$ cat src/rtl/fl_pkg.sv
package fl_pkg;
  localparam int unsigned NUM_CH    = 3;
  localparam int unsigned CH_PAIR   = 0;
  localparam int unsigned CH_BYPASS = 1;
  localparam int unsigned CH_CP     = 2;

  // Number of comparison-clock cycles an enable stays asserted.
  function automatic int unsigned hold_cycles(int unsigned limit, int unsigned prescale);
    return limit * prescale;
  endfunction

  // True when the count, after the increment that a tick applies, meets the limit.
  function automatic logic reaches_limit(int unsigned count, int unsigned limit);
    return (count + 1) == limit;
  endfunction
endpackage

$ cat src/rtl/fl_prescaler.sv
module fl_prescaler #(
  parameter int unsigned PRESCALE = 4
) (
  input  logic clk,
  input  logic rst_n,
  input  logic restart,
  input  logic run,
  output logic tick
);
  localparam int unsigned PS_W = (PRESCALE > 1) ? $clog2(PRESCALE) : 1;
  localparam logic [PS_W-1:0] LAST = PS_W'(PRESCALE - 1);

  logic [PS_W-1:0] phase;

  always_ff @(posedge clk) begin
    if (!rst_n) begin
      phase <= '0;
    end else if (restart) begin
      phase <= '0;
    end else if (run) begin
      phase <= (phase == LAST) ? '0 : phase + 1'b1;
    end else begin
      phase <= '0;
    end
  end

  assign tick = run && !restart && (phase == LAST);
endmodule

$ cat src/rtl/fl_tick_counter.sv
module fl_tick_counter #(
  parameter int unsigned CNT_W = 10
) (
  input  logic             clk,
  input  logic             rst_n,
  input  logic             restart,
  input  logic             tick,
  output logic [CNT_W-1:0] count
);
  always_ff @(posedge clk) begin
    if (!rst_n) begin
      count <= '0;
    end else if (restart) begin
      count <= '0;
    end else if (tick) begin
      count <= count + 1'b1;
    end
  end
endmodule

$ cat src/rtl/fl_channel.sv
module fl_channel #(
  parameter int unsigned CNT_W = 10
) (
  input  logic             clk,
  input  logic             rst_n,
  input  logic             restart,
  input  logic             tick,
  input  logic [CNT_W-1:0] limit_in,
  input  logic [CNT_W-1:0] count,
  output logic [CNT_W-1:0] limit_q,
  output logic             expire,
  output logic             en
);
  import fl_pkg::*;

  assign expire = tick && en && reaches_limit(32'(count), 32'(limit_q));

  always_ff @(posedge clk) begin
    if (!rst_n) begin
      en      <= 1'b0;
      limit_q <= '0;
    end else if (restart) begin
      en      <= (limit_in != '0);
      limit_q <= limit_in;
    end else if (expire) begin
      en      <= 1'b0;
    end
  end
endmodule

$ cat src/rtl/fl_timeout_seq.sv
module fl_timeout_seq #(
  parameter int unsigned CNT_W    = 10,
  parameter int unsigned PRESCALE = 4
) (
  input  logic             clk,
  input  logic             rst_n,
  input  logic             start,
  input  logic [CNT_W-1:0] tmo_sw_pair,
  input  logic [CNT_W-1:0] tmo_bypass,
  input  logic [CNT_W-1:0] tmo_cp_boost,
  output logic             sw_pair_en,
  output logic             bypass_en,
  output logic             cp_boost_en,
  output logic             busy
);
  import fl_pkg::*;

  localparam int unsigned LIM_W = NUM_CH * CNT_W;

  logic [LIM_W-1:0]  lim_in_flat;
  logic [LIM_W-1:0]  lim_q_flat;
  logic [NUM_CH-1:0] en_vec;
  logic [NUM_CH-1:0] expire_vec;
  logic              tick;
  logic [CNT_W-1:0]  tick_cnt;

  assign lim_in_flat = {tmo_cp_boost, tmo_bypass, tmo_sw_pair};

  fl_prescaler #(.PRESCALE(PRESCALE)) u_pre (
    .clk(clk), .rst_n(rst_n), .restart(start), .run(busy), .tick(tick)
  );

  fl_tick_counter #(.CNT_W(CNT_W)) u_cnt (
    .clk(clk), .rst_n(rst_n), .restart(start), .tick(tick), .count(tick_cnt)
  );

  for (genvar i = 0; i < NUM_CH; i++) begin : g_ch
    fl_channel #(.CNT_W(CNT_W)) u_ch (
      .clk      (clk),
      .rst_n    (rst_n),
      .restart  (start),
      .tick     (tick),
      .limit_in (lim_in_flat[i*CNT_W +: CNT_W]),
      .count    (tick_cnt),
      .limit_q  (lim_q_flat[i*CNT_W +: CNT_W]),
      .expire   (expire_vec[i]),
      .en       (en_vec[i])
    );
  end

  assign sw_pair_en  = en_vec[CH_PAIR];
  assign bypass_en   = en_vec[CH_BYPASS];
  assign cp_boost_en = en_vec[CH_CP];
  assign busy        = |en_vec;
endmodule

$ cat config.mk
export PLATFORM = sky130hd
export DESIGN_NAME = fl_timeout_seq
export DESIGN_NICKNAME = d
export VERILOG_FILES = /design/src/rtl/fl_pkg.sv /design/src/rtl/fl_prescaler.sv /design/src/rtl/fl_tick_counter.sv /design/src/rtl/fl_channel.sv /design/src/rtl/fl_timeout_seq.sv
export SDC_FILE = /design/constraint.sdc
export NUM_CORES = 1
export LEC_CHECK = 0
export ABC_AREA = 1
export BUFFER_PORTS_ARGS = -buffer_cell sky130_fd_sc_hd__buf_2
export CAP_MARGIN = 5
export CORE_UTILIZATION = 40
export CTS_CLUSTER_DIAMETER = 200
export DETAILED_ROUTE_END_ITERATION = 16
export SLEW_MARGIN = 20
export SYNTH_ARGS = -nofsm -noshare
export SYNTH_HDL_FRONTEND = slang
export SYNTH_HIERARCHICAL = 1
export SYNTH_SLANG_ARGS = --single-unit
$ cat constraint.sdc
create_clock -name clk -period 2.4 [get_ports clk]
set_clock_uncertainty 0.15 [all_clocks]
set_input_delay 0.36 -clock clk [delete_from_list [all_inputs] [get_ports clk]]
set_output_delay 0.36 -clock clk [all_outputs]
set_load 0.01 [all_outputs]
After elaboration in Yosys (flattened, before gate mapping)
Index checks and enable logic that the tools add are counted.
Widths: inputs -> output; s select.
- flip-flop bits (word level): 45
- input port bits: 33
- output and inout bits: 4
- logic and storage cells: 41
- add/sub/neg operators: 3
- equality and inequality tests: 4
- mux-type cells: 6
- bitwise logic cells: 2
- reduce and logical (&&, ||, !) cells: 18
- operator list (cell ; count):
    $eq 32x10->1 ; 3
    $reduce_bool 10->1 ; 3
    $add 10x1->11 const B ; 1
    $add 10x1->10 const B ; 1
    $logic_and 1x1->1 ; 8
    $mux 1 ; 6
    $reduce_bool 2->1 ; 3
    $reduce_or 4->1 ; 1
    $reduce_or 3->1 ; 1
    $add 2x1->2 const B ; 1
    $eq 2x2->1 const B ; 1
    $not 1->1 ; 2
    $reduce_or 2->1 ; 1
    $logic_not 1->1 ; 1

Longest topological paths before layout
- depth in word-level cells: 7
- gate-level depth with buffers: 12
- gate-level depth less buffers: 12

Modules after synthesis
The synthesis kept the hierarchy.
- by module, submodules not included (module ; instances ; cells an instance ; area an instance (sq um) ; seq. area each (sq um)):
    fl_channel ; 3 ; 144 ; 842.1 ; 220.2
    fl_tick_counter ; 1 ; 62 ; 459.2 ; 200.2
    fl_prescaler ; 1 ; 12 ; 88.8 ; 40.0
    fl_timeout_seq ; 1 ; 3 ; 11.3 ; 0.0

Worst setup path after synthesis
OpenSTA, ideal clock, no wires.
- path kind: register to register
- start point: register u_cnt.count[0]
- end point: register g_ch[0].u_ch.en
- setup time: 0.120 ns
- arrival time: 1.557 ns
- slack: 0.573 ns
- cell stages (with the launch flop): 11
- clock period less this slack: 1.827 ns
- cells stage by stage: dfxtp_1 ha_1 nand3_1 nor2_2 nand2_1 nand2_1 nand2_1 nor2_2 nand3_2 nand2_2 a21oi_2
- cells in the longest elaborated chain, start to end: 4
- ends and longest elaborated chain (item ; line ; text):
    start, declared ; fl_tick_counter.sv:8 ; output logic [CNT_W-1:0] count
    start signal, assigned ; fl_tick_counter.sv:16 ; count <= count + 1'b1;
    $add 10x1->11 ; fl_pkg.sv:14 ; return (count + 1) == limit;
    $eq 32x10->1 ; fl_pkg.sv:14 ;
    $logic_and 1x1->1 ; fl_channel.sv:16 ; assign expire = tick && en && reaches_limit(32'(count), 32'(limit_q));
    $reduce_bool 2->1 (no source line) ; - ;
    end signal, assigned ; fl_channel.sv:23 ; en <= (limit_in != '0);
    end, declared ; fl_channel.sv:12 ; output logic en
No other way between the ends.
A chain may end at the register's enable or synchronous reset.

Final worst setup path
- start point: register g_ch[1].u_ch.en
- end point: register g_ch[1].u_ch.en
- cells in the longest elaborated chain, start to end: 6
- ends and longest elaborated chain (item ; line ; text):
    start, declared ; fl_channel.sv:12 ;
    start signal, assigned ; fl_channel.sv:23 ;
    $reduce_or 3->1 ; fl_timeout_seq.sv:54 ; assign busy = |en_vec;
    $logic_and 1x1->1 (2 in a row) ; fl_prescaler.sv:27 ; assign tick = run && !restart && (phase == LAST);
    net tick ; fl_timeout_seq.sv:24 ; logic tick;
    $logic_and 1x1->1 (2 in a row) ; fl_channel.sv:16 ;
    $reduce_bool 2->1 (no source line) ; - ;
The timed path passes the listed nets, and every way through them passes these cells.

==> impl_metrics.toml <==
[floorplanning]
die_y_um = 89.7
dieArea_sq_um = 8040
ios = 37
die_x_um = 89.7
core_sq_um = 7330
initial_core_util = 0.419
rows = 31

[global_routing]
grt_pass1_vias = 2760
grt.met1_usage = 0.262
grt_pass1_wl_mm = 12.5
grt_use_met3 = 0.0311
overflow = 0
grt_max_degree = 53
grt_use_met2 = 0.351
grt_antenna_before_repair = 0
grt_use_total = 0.201
top_usage_layer = "met2"

[timing]
tightest_slew_ns = 0.610
period_needed_ns = 1.95
finalHoldViolations = 0
fin_tns_setup_ns = 0
setup_viol = 0
max_freq_mhz = 512
slew_viol_final = 0
timing.final.crit_share = 0.814
rsz0062_at_grt = "false"
slew-limit-headroom = 0.593

[clock_network]
postCtsSetupBuffers = 0
cts_buffers = 5
ctsHoldBuffers = 0
cts_tree = "built"
clock_latency_ns = 0.29
numClockSinks = 45
h-tree-depth = 2
cts_buffer_depth = 2
cts_resized = 0
clockRootBuffer = "clkbuf_8"
clk_pin_slew_worst_paths_ns = 0.09

[layout]
final_cell_area_sq_um = 3520
fill_cells = 788
drive_gt1_frac = 0.163
insertedDiodeCount = 0
final_cell_count_no_fill = 652
nets = 591
syn_to_final_growth_pct = 14.4

[flow_run]
maxCapViolations = 0

[worst_setup_path]
critical_path_peak_fanout = 11
endpoint_kind = "flip-flop"
worstPathRequired_ns = 2.43
crit_type = "flip-flop to flip-flop"
crit_arrival_ns = 1.99
crit_path_start_kind = "flip-flop"

[status]
status = "completed"

[yosys]
synthCells = 506
syn_area_sq_um = 3070
yosysWarnings = 6
synth_fp_nets = 544
syn_area_per_cell_sq_um = 6.08

[routing]
wl_per_cell_um = 11.5
first_pass_iters = 4
drtAntennaViolNets = 0
drc = 0
via_count = 3130
viasPerCell = 4.80
drtIter0Drc = 94
drt-total-wl_mm = 7.49

[pwr]
power_density_nw_per_um2 = 432
p_leak_nw = 1.71
ir_drop_mv = 0.271

[placed_design]
placed_cell_area_sq_um = 3430
dp_cells = 645
place.gp.congestion = 0.822
dp_hpwl_mm = 5.47
io_buffers = 36

[min_path]
hold_class = "input pin to flip-flop"
==> report_power, final <==
part | switching [W] | internal, W | total, W | leakage (nW)
sequential | 0.0000336 | 0.000786 | 0.000820 | 0.371
clock | 0.000257 | 0.000229 | 0.000486 | 0.0443
combinational | 0.000122 | 0.0000923 | 0.000214 | 1.29
==> placed cells by master, fill, tap and decap left out <==
master and instances:
xnor2_1 12, nand3_2 6, o21bai_2 1, clkbuf_1 1, clkbuf_8 6, buf_2 36, buf_4 10, ha_1 5
nor2_2 16, nand3_1 27, dfxtp_1 45, and3_1 2, o21bai_1 1, nor4_1 3, nor2_1 79, nor2_4 1
nand4_1 7, o21ai_0 38, inv_2 6, nand2_1 137, nor3_1 3, a21oi_1 18, inv_1 69, nand2_2 5
xor2_1 15, a21oi_2 3, a31oi_1 1
==> path summary, 6_finish.rpt <==
check	endpoint	startpoint	slack, ns	cells after the start
min reg2reg	u_pre/phase[0]	u_pre/phase[0]	0.27	1
max reg2reg	g_ch[1].u_ch/en	g_ch[1].u_ch/en	0.45	12
min	g_ch[0].u_ch/limit_q[5]	tmo_sw_pair[5]	0.15	3
max	g_ch[1].u_ch/en	g_ch[1].u_ch/en	0.45	12
==> stage by stage <==
step / power [W] / utilization / hold slack [ns] / worst slack (ns)
3_3_place_gp: 0.00105 / 0.468 / 0.258 / 0.495
5_1_grt: 0.00161 / 0.480 / 0.164 / 0.245
4_1_cts: 0.00155 / 0.480 / 0.148 / 0.439
6_report: 0.00152 / 0.480 / 0.155 / 0.446
3_5_place_dp: 0.00105 / 0.468 / 0.264 / 0.457
2_1_floorplan: 0.000974 / - / 0.247 / 0.587
==> worst max-delay path, stage by stage, from the launching register on <==
cell and delay, ns:
dfxtp_1 0.40, nor2_1 0.08, nand2_1 0.12, and3_1 0.42
nand2_1 0.10, nor2_1 0.11, nand2_1 0.06, nor2_1 0.08
nand2_1 0.07, nor2_2 0.09, nand3_2 0.07, nand2_2 0.06
a21oi_2 0.05
==> cell type report <==
cell class | instances | area (sq um) | share of cell area
well taps | 99 | 124 | 0.0352
flip-flops and latches | 45 | 901 | 0.256
inverters | 75 | 282 | 0.0800
clock buffers | 7 | 86.3 | 0.0245
multi-input cells | 380 | 1870 | 0.531
repair buffers | 46 | 255 | 0.0726
==> per-layer routing <==
| layer | share of wire | wire (um) |
|---|---|---|
| met5 | 0 | 0 |
| met4 | 0.0072 | 54 |
| met3 | 0.037 | 279 |
| met2 | 0.47 | 3520 |
| met1 | 0.49 | 3630 |
==> state kept, by name, summed over array words and instances, names as in the netlist <==
| register | count |
|---|---|
| g_ch.u_ch/limit_q | 30 |
| u_cnt/count | 10 |
| u_pre/phase | 2 |
| g_ch.u_ch/en | 3 |
(Power assumes the default switching activity.)
